$ cat src/rtl/rsv_pkg.sv
package rsv_pkg;

  typedef enum logic [1:0] {
    DLY_LO     = 2'b00,
    DLY_MID    = 2'b01,
    DLY_HI     = 2'b10,
    DLY_HI_ALT = 2'b11
  } dly_sel_e;

  // Counter width able to hold values 0..n
  function automatic int cnt_width(input int n);
    int w;
    w = $clog2(n + 1);
    return (w < 1) ? 1 : w;
  endfunction

endpackage

$ cat src/rtl/rsv_sync.sv
module rsv_sync #(
  parameter int         W       = 3,
  parameter logic [W-1:0] RST_VAL = '0
) (
  input  logic         clk,
  input  logic         rst,
  input  logic [W-1:0] d_async,
  output logic [W-1:0] q_sync
);

  for (genvar i = 0; i < W; i++) begin : g_bit
    logic ff1, ff2;
    always_ff @(posedge clk) begin
      if (rst) begin
        ff1 <= RST_VAL[i];
        ff2 <= RST_VAL[i];
      end else begin
        ff1 <= d_async[i];
        ff2 <= ff1;
      end
    end
    assign q_sync[i] = ff2;
  end

endmodule

$ cat src/rtl/rsv_ticker.sv
module rsv_ticker #(
  parameter int DIV = 4
) (
  input  logic clk,
  input  logic rst,
  input  logic clr,
  input  logic run,
  output logic tick
);

  localparam int W = rsv_pkg::cnt_width(DIV);
  localparam logic [W-1:0] LAST = W'(DIV - 1);

  logic [W-1:0] cnt;

  assign tick = run && (cnt == LAST);

  always_ff @(posedge clk) begin
    if (rst || clr) begin
      cnt <= '0;
    end else if (run) begin
      cnt <= (cnt == LAST) ? '0 : cnt + 1'b1;
    end
  end

endmodule

$ cat src/rtl/rsv_setup_timer.sv
module rsv_setup_timer #(
  parameter int S_LO  = 2000,
  parameter int S_MID = 6000,
  parameter int S_HI  = 10000
) (
  input  logic       clk,
  input  logic       rst,
  input  logic       btn_a_s,
  input  logic       btn_b_s,
  input  logic [1:0] sel,
  input  logic       tick,
  output logic       run,
  output logic       fire
);

  import rsv_pkg::*;

  localparam int S_MAX = (S_LO > S_MID) ? ((S_LO > S_HI) ? S_LO : S_HI)
                                        : ((S_MID > S_HI) ? S_MID : S_HI);
  localparam int CW = cnt_width(S_MAX);
  localparam logic [CW-1:0] L_LO  = CW'(S_LO - 1);
  localparam logic [CW-1:0] L_MID = CW'(S_MID - 1);
  localparam logic [CW-1:0] L_HI  = CW'(S_HI - 1);
  localparam logic [CW-1:0] C_MAX = CW'(S_MAX);

  logic [CW-1:0] cnt;
  logic [CW-1:0] last;
  logic          armed;
  logic          both_low;
  logic          both_up;

  assign both_low = !btn_a_s && !btn_b_s;
  assign both_up  = btn_a_s && btn_b_s;
  assign run      = both_low && armed;

  always_comb begin
    case (dly_sel_e'(sel))
      DLY_LO:  last = L_LO;
      DLY_MID: last = L_MID;
      default: last = L_HI;
    endcase
  end

  assign fire = run && tick && (cnt == last);

  always_ff @(posedge clk) begin
    if (rst) begin
      armed <= 1'b0;
      cnt   <= '0;
    end else begin
      if (both_up) armed <= 1'b1;
      if (fire) begin
        armed <= 1'b0;
        cnt   <= '0;
      end else if (!run) begin
        cnt <= '0;
      end else if (tick && cnt < C_MAX) begin
        cnt <= cnt + 1'b1;
      end
    end
  end


  no_overflow_chk: assert property (@(posedge clk) disable iff (rst)
    cnt <= C_MAX);


  rearm_block_chk: assert property (@(posedge clk) disable iff (rst)
    fire |=> !armed);


  fire_both_chk: assert property (@(posedge clk) disable iff (rst)
    fire |-> $past(!btn_a_s && !btn_b_s));


  rearm_release_chk: assert property (@(posedge clk) disable iff (rst)
    $rose(armed) |-> $past(both_up));

endmodule

$ cat src/rtl/rsv_pulse_gen.sv
module rsv_pulse_gen #(
  parameter int T_SHORT = 140,
  parameter int T_LONG  = 240
) (
  input  logic clk,
  input  logic rst,
  input  logic hold,
  input  logic fire,
  input  logic long_to,
  input  logic tick,
  output logic load,
  output logic busy
);

  localparam int T_MAX = (T_SHORT > T_LONG) ? T_SHORT : T_LONG;
  localparam int CW = rsv_pkg::cnt_width(T_MAX);
  localparam logic [CW-1:0] L_SHORT = CW'(T_SHORT - 1);
  localparam logic [CW-1:0] L_LONG  = CW'(T_LONG - 1);

  logic [CW-1:0] cnt;
  logic [CW-1:0] last;

  assign load = hold || fire;
  assign last = long_to ? L_LONG : L_SHORT;

  always_ff @(posedge clk) begin
    if (rst || load) begin
      busy <= 1'b1;
      cnt  <= '0;
    end else if (busy && tick) begin
      if (cnt >= last) begin
        busy <= 1'b0;
        cnt  <= '0;
      end else begin
        cnt <= cnt + 1'b1;
      end
    end
  end


  release_tick_chk: assert property (@(posedge clk) disable iff (rst)
    $fell(busy) |-> $past(tick));


  hold_busy_chk: assert property (@(posedge clk) disable iff (rst)
    hold |=> busy);


  idle_count_chk: assert property (@(posedge clk) disable iff (rst)
    !busy |-> (cnt == '0));

endmodule

$ cat src/rtl/rsv_supervisor.sv
module rsv_supervisor #(
  parameter int CLK_PER_TICK     = 50000,
  parameter int SETUP_LO_TICKS   = 2000,
  parameter int SETUP_MID_TICKS  = 6000,
  parameter int SETUP_HI_TICKS   = 10000,
  parameter int HOLD_SHORT_TICKS = 140,
  parameter int HOLD_LONG_TICKS  = 240
) (
  input  logic       clk,
  input  logic       rst,
  input  logic       btn_a_n,
  input  logic       btn_b_n,
  input  logic       uv_low,
  input  logic [1:0] dly_sel,
  input  logic       long_to,
  output logic       rst_n
);

  localparam int NSYNC = 3;
  localparam logic [NSYNC-1:0] SYNC_RST = 3'b011;

  logic [NSYNC-1:0] raw_in;
  logic [NSYNC-1:0] syn;
  logic btn_a_s, btn_b_s, uv_s;
  logic setup_run, setup_tick, fire;
  logic pulse_load, pulse_busy, pulse_tick;

  assign raw_in  = {uv_low, btn_b_n, btn_a_n};
  assign btn_a_s = syn[0];
  assign btn_b_s = syn[1];
  assign uv_s    = syn[2];

  rsv_sync #(.W(NSYNC), .RST_VAL(SYNC_RST)) u_sync (
    .clk     (clk),
    .rst     (rst),
    .d_async (raw_in),
    .q_sync  (syn)
  );

  rsv_ticker #(.DIV(CLK_PER_TICK)) u_setup_tick (
    .clk  (clk),
    .rst  (rst),
    .clr  (!setup_run),
    .run  (setup_run),
    .tick (setup_tick)
  );

  rsv_setup_timer #(
    .S_LO  (SETUP_LO_TICKS),
    .S_MID (SETUP_MID_TICKS),
    .S_HI  (SETUP_HI_TICKS)
  ) u_setup (
    .clk     (clk),
    .rst     (rst),
    .btn_a_s (btn_a_s),
    .btn_b_s (btn_b_s),
    .sel     (dly_sel),
    .tick    (setup_tick),
    .run     (setup_run),
    .fire    (fire)
  );

  rsv_ticker #(.DIV(CLK_PER_TICK)) u_pulse_tick (
    .clk  (clk),
    .rst  (rst),
    .clr  (pulse_load),
    .run  (pulse_busy),
    .tick (pulse_tick)
  );

  rsv_pulse_gen #(
    .T_SHORT (HOLD_SHORT_TICKS),
    .T_LONG  (HOLD_LONG_TICKS)
  ) u_pulse (
    .clk     (clk),
    .rst     (rst),
    .hold    (uv_s),
    .fire    (fire),
    .long_to (long_to),
    .tick    (pulse_tick),
    .load    (pulse_load),
    .busy    (pulse_busy)
  );

  assign rst_n = !pulse_busy;


  uv_out_chk: assert property (@(posedge clk) disable iff (rst)
    uv_s |=> !rst_n);


  fire_out_chk: assert property (@(posedge clk) disable iff (rst)
    fire |=> !rst_n);


  single_btn_chk: assert property (@(posedge clk) disable iff (rst)
    (btn_a_s || btn_b_s) |-> !fire);

endmodule

$ cat config.mk
export PLATFORM = sky130hd
export DESIGN_NAME = rsv_supervisor
export DESIGN_NICKNAME = d
export VERILOG_FILES = /design/src/rtl/rsv_pkg.sv /design/src/rtl/rsv_sync.sv /design/src/rtl/rsv_ticker.sv /design/src/rtl/rsv_setup_timer.sv /design/src/rtl/rsv_pulse_gen.sv /design/src/rtl/rsv_supervisor.sv
export SDC_FILE = /design/constraint.sdc
export NUM_CORES = 1
export LEC_CHECK = 0
export BUFFER_PORTS_ARGS = -buffer_cell sky130_fd_sc_hd__buf_2
export CAP_MARGIN = 5
export CORE_ASPECT_RATIO = 0.8
export CORE_MARGIN = 2
export CORE_UTILIZATION = 30
export CTS_CLUSTER_DIAMETER = 40
export DETAILED_ROUTE_END_ITERATION = 7
export GPL_TIMING_DRIVEN = 0
export RECOVER_POWER = 100
export SETUP_SLACK_MARGIN = 0.15
export SLEW_MARGIN = 20
export SYNTH_ARGS = -nofsm -noshare
export SYNTH_HDL_FRONTEND = slang
export SYNTH_SLANG_ARGS = --single-unit
$ cat constraint.sdc
create_clock -name clk -period 4.8 [get_ports clk]
set_input_delay 0.48 -clock clk [delete_from_list [all_inputs] [get_ports clk]]
set_output_delay 0.48 -clock clk [all_outputs]
set_load 0.02 [all_outputs]
==> impl_metrics.ini, run 1 <==
[clock_tree]
htreeDepth = 3
post_cts.repair.setup_buffers = 0
cts_buffers = 9
cts_tree = yes
path_clk_slew_ns = 0.05
cts-resized-gates = 0
clock_sinks = 62
cts.path.max_buffers = 2
holdBufCountCts = 0
cts-root-buf = clkbuf_16
clk_latency_ns = 0.32

[setup_path]
reg2reg_slack_ns = 2.12
cp_slowest_cell = clkbuf_1
critical-path-max-stage-delay_ns = 0.44
critical_path.cell_chain = ha_1, and3_1, clkbuf_1, nand4_1, a2111oi_0, or3_1, clkbuf_1, clkbuf_1, nor3_1
regToRegEndpoint = u_pulse_tick.cnt[9]
critPathMaxFanout = 10
end_kind = flop
r2r_cells = 9
cpMostUsedCell = clkbuf_1
start_kind = flop
worstPathRequired_ns = 4.99
critPathKind = flop to flop
r2r-start = u_setup_tick.cnt[0]
worstPathArrival_ns = 2.86

[yosys]
synth_top_cell_by_area = dfxtp_1
syn_area_per_cell_um2 = 8.46
syn_inst = 355
synth-edff-count = 0
yosysSeqAreaShare_pct = 41.4
yosysWarnings = 0
ys_types = 46
synth_area_leaders = dfxtp_1 (41%), nor2_1 (6.5%), xnor2_1 (5.8%)
yosysTopAreaCellShare_pct = 41.4
synth_fp_nets = 370
syn_area_mm2 = 0.00300
synth_top_family_by_area = simple AND/OR/NAND/NOR gates
synth_mux_area_share_pct = 0.333
synthArstFlopShare_pct = 0
synthXorXnorAreaFrac_pct = 10.8
synthSimpleGateAreaFrac_pct = 35.3
synth-compound-area-share_pct = 6.71
synthTopCellsByCount = dfxtp_1 (62), nor2_1 (52), nand2_1 (26), nand3_1 (23), nand4_1 (21)
yosys_register_bits = 62
synth-main-ff-cell = dfxtp_1
synth_fa_ha_area_share_pct = 2.92
yosysMostFrequentCell = dfxtp_1

[floorplanning]
fp.dieW_um = 116
fp.dieArea_mm2 = 0.0108
start_util_pct = 31.0
rows = 32
io_pins = 9
coreArea_mm2 = 0.00969
die_h_um = 93.5

[finish]
multiInputGateArea_mm2 = 0.00168
drive_gt1_share_pct = 8.99
nets = 389
layoutNonFillerInstCount = 514
seqCellArea_mm2 = 0.00124
synthToLayoutAreaGrowth_pct = 17.6
fill_cells = 1022
n_antenna_cell = 0

[power]
ir_drop_mv = 0.181
p_per_area_mw_per_mm2 = 351
p_int_uw = 1010
p_sw_share_pct = 18.7
leakage_uw = 0.00114
sequentialPowerShare_pct = 42.3
clockPowerShare_pct = 56.0
combPwrFrac_pct = 1.7
switchingPower_uw = 231

[placement]
dp.cells = 499
gp_congestion = 0.789
dp_hpwl_um = 4390
portBuffers = 8

[global_routing]
grt_first_pass_wirelength_um = 11100
grtUsageTotal_pct = 12.9
grt_overflow = 0
grt_max_degree = 11
antenna_found_initial = 0
grt_pass1_vias = 2409

[sta]
slew_headroom_pct = 48.1
layout_min_cycle_time_ns = 2.68
hold_viol_final = 0
rsz0062_at_grt = false
setup_viol = 0
finalCritPeriodShare_pct = 55.7
worstMarginPinSlew_ns = 0.776
fmax_mhz = 374
tns_ns = 0
finClkSkew_ns = 0.00573
slew_violations = 0

[drt]
drt-total-wl_um = 6370
vias_per_cell = 4.98
first_iter_violations = 198
dr.pass1.iters = 4
drc = 0
detail_route.wl_per_cell_um = 12.4
vias = 2558
ant_nets = 0

[hold_path]
worstHoldStart = btn_b_n
hold_class = input pin to flop
min_to = u_sync.g_bit[1].ff1
holdPathStages = 2

[run_status]
outcome = complete, no violations

[job]
cap_violations = 0
through the flow:
stage / power [µW] / instance area (µm²) / worst slack [ns] / util, % / hold WS, ns
3_3_place_gp: 554 / 3210 / 2.32 / 33.1 / 0.398
2_1_floorplan: 547 / 3000 / 2.75 / - / 0.389
5_1_grt: 1280 / 3530 / 1.81 / 36.4 / 0.351
3_5_place_dp: 555 / 3210 / 2.28 / 33.1 / 0.401
4_1_cts: 1250 / 3530 / 2.26 / 36.5 / 0.340
6_report: 1240 / 3530 / 2.12 / 36.4 / 0.348
metal layers:
metal  up-vias  wire length [µm]  track usage, %
met5         -                 0               0
met4         0                78            5.95
met1      1188              3270            18.1
met3         7               354            2.98
li1       1303                 -               -
met2        60              2670            18.7
how the worst max path moves through the flow:
stage	start	endpoint	slack (ns)	cells after the start
2_1_floorplan	u_setup_tick.cnt[0]	u_pulse_tick.cnt[14]	2.75	9
4_1_cts	u_setup_tick.cnt[0]	u_pulse_tick.cnt[13]	2.26	9
3_5_place_dp	u_setup_tick.cnt[0]	u_pulse_tick.cnt[7]	2.28	9
6_report	u_setup_tick.cnt[0]	u_pulse_tick.cnt[9]	2.12	9
3_3_place_gp	u_setup_tick.cnt[0]	u_pulse_tick.cnt[14]	2.32	9
5_1_grt	u_setup_tick.cnt[0]	u_pulse_tick.cnt[1]	1.81	9
sequential cells by signal (all words and copies together) (netlist names):
register / flops
u_pulse_tick.cnt: 16
u_setup_tick.cnt: 16
u_setup.cnt: 14
u_pulse.cnt: 8
u_sync.g_bit.ff1: 3
u_sync.g_bit.ff2: 3
u_pulse.busy: 1
u_setup.armed: 1
cell families after synthesis:
family	after synthesis
AO/OA/AOI/OAI	33
XOR/XNOR	37
adder cells (fa/ha/maj)	7
buffers and inverters	20
flip-flops	62
multiplexers	1
AND/OR/NAND/NOR	195
power groups by stage:
stage / Sequential [µW] / Clock, µW / Combinational [µW]
CTS: 523 / 710 / 21.3
global placement: 534 / 0 / 20.4
detailed placement: 534 / 0 / 21.2
floorplan: 533 / 0 / 13.2
finish: 524 / 694 / 20.6
global route: 524 / 731 / 23.9
area by class of cell:
class,instances,area share [%]
clock inverters,4,1.99
flip-flops and latches,62,35.2
clock buffers,11,7.16
repair buffers,8,1.06
inverters,6,0.638
plain buffers,14,1.52
well taps,136,4.82
multi-input cells,273,47.6
cells in the final DEF, fill, tap and decap left out, types with 7 or more instances in the layout:
master     instances
nor3_1            11
nor4_1             9
clkbuf_1          15
nor2_1            52
nand2_1           26
xor2_1            17
a21oi_1           11
and3_1             9
dfxtp_1           62
clkbuf_16          9
buf_2              7
nand3_1           23
nand4_1           21
or2_2              7
ha_1               7
xnor2_1           20
worst max-delay path: cells and delay by family, from the launching register on:
| family | cells | cell delay (ns) |
|---|---|---|
| AO/OA/AOI/OAI | 1 | 0.39 |
| buffers and inverters | 3 | 0.91 |
| AND/OR/NAND/NOR | 4 | 0.68 |
| flip-flops | 1 | 0.37 |
| adder cells (fa/ha/maj) | 1 | 0.19 |
No activity file was read; power rests on OpenSTA's default activity.
==> run 2, diff against run 1 <==
--- a/config.mk
+++ b/config.mk
@@ -5,6 +5,7 @@
 export SDC_FILE = /design/constraint.sdc
 export NUM_CORES = 1
 export LEC_CHECK = 0
+export ABC_AREA = 1
 export BUFFER_PORTS_ARGS = -buffer_cell sky130_fd_sc_hd__buf_2
 export CAP_MARGIN = 5
 export CORE_ASPECT_RATIO = 0.8
==> constraint.sdc (replaced) <==
create_clock -name clk -period 2.4 [get_ports clk]
set_input_delay 0.24 -clock clk [delete_from_list [all_inputs] [get_ports clk]]
set_output_delay 0.24 -clock clk [all_outputs]
set_load 0.02 [all_outputs]
==> run 2 against run 1 <==
  * Critical path type unchanged
  * Largest power group unchanged
  * Clock power increased by 90%
  * Power increased by 95%
  * Final cell count increased by 45%
  * Hold slack got worse by 0.26 ns
==> impl_metrics.ini, run 2 <==
[global_routing]
grt_overflow = 0
grt_pass1_vias = 3040
grt_first_pass_wirelength_um = 13300
grt_max_degree = 13
grtUsageTotal_pct = 12.6
antenna_found_initial = 0

[sta]
rsz0062_at_grt = false
slew_headroom_pct = 62.8
hold_viol_final = 0
slew_violations = 0
finalCritPeriodShare_pct = 81.5
setup_viol = 0
worstMarginPinSlew_ns = 0.555
tns_ns = 0
layout_min_cycle_time_ns = 1.96
finClkSkew_ns = 0.00475
fin_ws_ns = 0.445
fmax_mhz = 511

[run_status]
outcome = complete, no violations

[yosys]
yosysSeqAreaShare_pct = 34.5
synthArstFlopShare_pct = 0
yosys_register_bits = 62
synth_top_cell_by_area = dfxtp_1
synth-edff-count = 0
yosysMostFrequentCell = nand2_1
synth_fp_nets = 588
synth_area_leaders = dfxtp_1 (34%), nand2_1 (16%), nor2_1 (11%)
synth-main-ff-cell = dfxtp_1
syn_area_mm2 = 0.00360
synthTopCellsByCount = nand2_1 (151), nor2_1 (108), inv_1 (75), dfxtp_1 (62), nand3_1 (56)
ys_types = 30
yosysWarnings = 0
syn_inst = 573
syn_area_per_cell_um2 = 6.28
yosysTopAreaCellShare_pct = 34.5

[finish]
n_antenna_cell = 0
final_common_cell = nand2_1
final_cell_area_mm2 = 0.00410
drive_gt1_share_pct = 7.87
synthToLayoutAreaGrowth_pct = 14.0
nets = 607
layout_common_cells = nand2_1 (154), nor2_1 (109), inv_1 (75), dfxtp_1 (62), nand3_1 (57)
final_util_pct = 35.3
reg_top3 = u_pulse_tick.cnt x16, u_setup_tick.cnt x16, u_setup.cnt x14
layoutNonFillerInstCount = 745

[drt]
drt-total-wl_um = 7830
vias_per_cell = 4.61
vias = 3436
ant_nets = 0
first_iter_violations = 117
drc = 0
dr.pass1.iters = 5
detail_route.wl_per_cell_um = 10.5

[setup_path]
worstPathArrival_ns = 2.18
worstPathRequired_ns = 2.62
critPathKind = flop to flop
start_kind = flop
critPathMaxFanout = 10
end_kind = flop

[placement]
dp.cells = 729
placed_area_mm2 = 0.00382
gp_congestion = 0.880
dp_hpwl_um = 5650
pre_cts_ws_ns = 0.611
portBuffers = 8

[clock_tree]
holdBufCountCts = 0
clock_sinks = 62
cts-root-buf = clkbuf_16
htreeDepth = 3
path_clk_slew_ns = 0.06
cts.path.max_buffers = 2
cts_buffers = 9
clk_latency_ns = 0.33
cts-resized-gates = 0
cts_tree = yes
post_cts.repair.setup_buffers = 0

[floorplanning]
start_util_pct = 31.0
die_h_um = 102
io_pins = 9
fp.dieArea_mm2 = 0.0129
rows = 35
fp.dieW_um = 126
coreArea_mm2 = 0.0116

[job]
cap_violations = 0

[power]
ir_drop_mv = 0.330
leakage_uw = 0.00164
p_per_area_mw_per_mm2 = 587

[hold_path]
hold_class = input pin to flop
==> run 2: report_power, final <==
group          switching [µW]  total [µW]  internal [µW]
Sequential               5.35        1040           1040
Clock                     482        1320            836
Combinational            26.8        46.0           19.2
Total                     515        2410           1890
==> run 2: logic make-up after synthesis <==
group	count (synthesis)	synth area share [%]
buffers and inverters	88	10.3
adder cells (fa/ha/maj)	7	2.43
XOR/XNOR	13	3.16
AND/OR/NAND/NOR	357	42.8
flip-flops	62	34.5
AO/OA/AOI/OAI	46	6.78
==> run 2: layout make-up <==
class,count,area [µm²]
Clock inverter,6,70.1
Fill cell,1223,7500
Multi-Input combinational cell,423,1960
Sequential cell,62,1240
Tap cell,148,185
Buffer,11,81.3
Inverter,77,289
Clock buffer,10,239
Timing Repair Buffer,8,37.5
==> run 2: metal layers <==
layer  GRT usage, %  wire length (µm)  up-vias
met2           19.9              3450       52
met5              0                 0        -
met3           3.14               281       10
met1           16.7              4000     1529
met4           5.07               104        0
li1               -                 -     1845
==> run 2: through the flow <==
stage	hold slack (ns)	power (µW)
6_report	0.0895	2410
5_1_grt	0.0865	2520
4_1_cts	0.0791	2460
3_5_place_dp	0.394	1120
3_3_place_gp	0.397	1110
2_1_floorplan	0.311	1100
==> run 2: critical path, stage by stage, from the launching register on <==
cell and delay [ns]:
dfxtp_1 0.38, ha_1 0.21, nand3_1 0.18, nor2_1 0.16, nand2_1 0.06, nor2_1 0.32
nand2_1 0.20, buf_6 0.19, nand2_1 0.07, a21oi_1 0.07
==> run 2: worst paths after layout <==
kind	start	cells after the start	end	slack (ns)
setup reg to reg	u_setup_tick.cnt[0]	9	u_setup.cnt[0]	0.44
setup / recovery	u_setup_tick.cnt[0]	9	u_setup.cnt[0]	0.44
hold / removal	btn_b_n	2	u_sync.g_bit[1].ff1	0.09
hold reg to reg	u_sync.g_bit[1].ff1	1	u_sync.g_bit[1].ff2	0.41
==> run 3, diff against run 2 <==
==> constraint.sdc (replaced) <==
create_clock -name clk -period 1.99 [get_ports clk]
set_input_delay 0.199 -clock clk [delete_from_list [all_inputs] [get_ports clk]]
set_output_delay 0.199 -clock clk [all_outputs]
set_load 0.02 [all_outputs]
==> run 3 against run 2 <==
  * Combinational power grew 26%
  * First-iteration DRC count shrank 6.0%
  * Sequential share of layout area decreased by 0.25 points
  * Fmax grew 9.6%
  * Power up 21%
  * Non-clock buffer count unchanged
  * Global-route usage unchanged
  * Sequential cell count stayed put
  * Final cell count unchanged
  * Critical path depth unchanged
  * Highest routed layer unchanged
==> impl_metrics.ini, run 3 (synthesis gave the netlist of run 2 again) <==
[power]
combPwrFrac_pct = 2.0
total_power_uw = 2910
switchingPower_uw = 623
p_per_area_mw_per_mm2 = 703
clockPowerShare_pct = 54.7
p_int_uw = 2290
sequentialPowerShare_pct = 43.3
leakage_uw = 0.00164
ir_drop_mv = 0.398
p_sw_share_pct = 21.4

[setup_path]
critPathKind = flop to flop
worstPathArrival_ns = 2.00
start_kind = flop
r2r-start = u_setup_tick.cnt[0]
reg2reg_slack_ns = 0.21
worstPathRequired_ns = 2.21
critPathMaxFanout = 10
end_kind = flop
r2r_cells = 9
regToRegEndpoint = u_setup.cnt[0]

[placement]
portBuffers = 8
gp_congestion = 0.880
pre_cts_ws_ns = 0.201
dp_hpwl_um = 5650

[drt]
drc = 0
drt-total-wl_um = 7870
ant_nets = 0
dr.pass1.iters = 5
vias_per_cell = 4.61
first_iter_violations = 110
vias = 3435
detail_route.wl_per_cell_um = 10.6

[clock_tree]
cts.path.max_buffers = 2
path_clk_slew_ns = 0.06
clock_sinks = 62
holdBufCountCts = 0
cts_tree = yes
htreeDepth = 3
cts_buffers = 9
clk_latency_ns = 0.33
cts-root-buf = clkbuf_16

[sta]
fmax_mhz = 561
worstMarginPinSlew_ns = 0.549
slew_headroom_pct = 63.3
hold_viol_final = 0
slew_violations = 0
layout_min_cycle_time_ns = 1.78
finClkSkew_ns = 0.00389
fin_ws_ns = 0.206
finalCritPeriodShare_pct = 89.6
tns_ns = 0
setup_viol = 0
rsz0062_at_grt = false

[floorplanning]
io_pins = 9
rows = 35
coreArea_mm2 = 0.0116
die_h_um = 102
start_util_pct = 31.0
fp.dieArea_mm2 = 0.0129
fp.dieW_um = 126

[job]
cap_violations = 0

[finish]
seqCellArea_mm2 = 0.00124
fill_cells = 1226
n_antenna_cell = 0
drive_gt1_share_pct = 9.38
multiInputGateArea_mm2 = 0.00200
synthToLayoutAreaGrowth_pct = 15.1
layout_common_cells = nand2_1 (152), nor2_1 (106), inv_1 (75), dfxtp_1 (61), nand3_1 (55)
nets = 607
reg_top3 = u_pulse_tick.cnt x16, u_setup_tick.cnt x16, u_setup.cnt x14
final_util_pct = 35.7
final_common_cell = nand2_1

[global_routing]
grt_pass1_vias = 3040
grt_first_pass_wirelength_um = 13300
grt_max_degree = 13
grtUsageTotal_pct = 12.6
antenna_found_initial = 0
grt_overflow = 0

[hold_path]
worstHoldStart = btn_b_n
hold_class = input pin to flop
min_to = u_sync.g_bit[1].ff1
holdPathStages = 2

[run_status]
outcome = complete, no violations
==> run 3: power by group through the flow <==
stage	clock (µW)	combinational, µW	sequential [µW]
6_report	1590	58.0	1260
5_1_grt	1710	66.6	1260
4_1_cts	1640	58.7	1260
3_5_place_dp	0	58.4	1290
3_3_place_gp	0	57.4	1290
2_1_floorplan	0	39.6	1290
==> run 3: per-stage QoR <==
step	cell area [µm²]	std cells	hold WS, ns
6_report	4140	745	0.0493
5_1_grt	4140	745	0.0455
4_1_cts	4130	745	0.0381
3_5_place_dp	3820	729	0.389
3_3_place_gp	3820	729	0.385
2_1_floorplan	3600	573	0.270
==> run 3: worst max path at each step <==
stage          depth (start not counted)  slack [ns]           startpoint                    to
6_report                               9        0.21  u_setup_tick.cnt[0]        u_setup.cnt[0]
3_3_place_gp                           9        0.22       u_setup.cnt[0]   u_pulse_tick.cnt[6]
2_1_floorplan                          9        0.49       u_setup.cnt[0]   u_pulse_tick.cnt[4]
3_5_place_dp                           9        0.20       u_setup.cnt[0]  u_pulse_tick.cnt[12]
4_1_cts                                9        0.18       u_setup.cnt[0]   u_pulse_tick.cnt[6]
5_1_grt                                9        0.08  u_setup_tick.cnt[0]        u_setup.cnt[0]
==> run 3: critical path: stages (launching register included) <==
cell and delay (ns):
dfxtp_1 0.38, ha_1 0.23, nand3_2 0.14, nor2_1 0.14, nand2_1 0.07, nor2_2 0.22
nand2_1 0.17, buf_6 0.18, nand2_1 0.07, a21oi_1 0.06
==> run 3: timing repair <==
action,4_1_cts,5_1_grt
hold endpoints to repair,0,0
gates resized for setup,0,10
endpoints found under the setup margin,0,39
buffers inserted,0,0
==> run 3: final cells by class <==
class / count / share of cell area, %
well taps: 148 / 4.47
flip-flops and latches: 62 / 30.0
multi-input cells: 423 / 48.2
inverters: 77 / 6.98
repair buffers: 8 / 0.907
clock buffers: 10 / 5.77
clock inverters: 6 / 1.69
plain buffers: 11 / 1.96
==> run 3: layer usage <==
layer  vias up  global-route usage [%]  part of all wire [%]
met3        10                    3.14                   3.4
met2        56                    19.9                    44
met5         -                       0                     0
li1       1849                       -                     -
met1      1520                    16.7                    51
met4         0                    5.07                   1.3
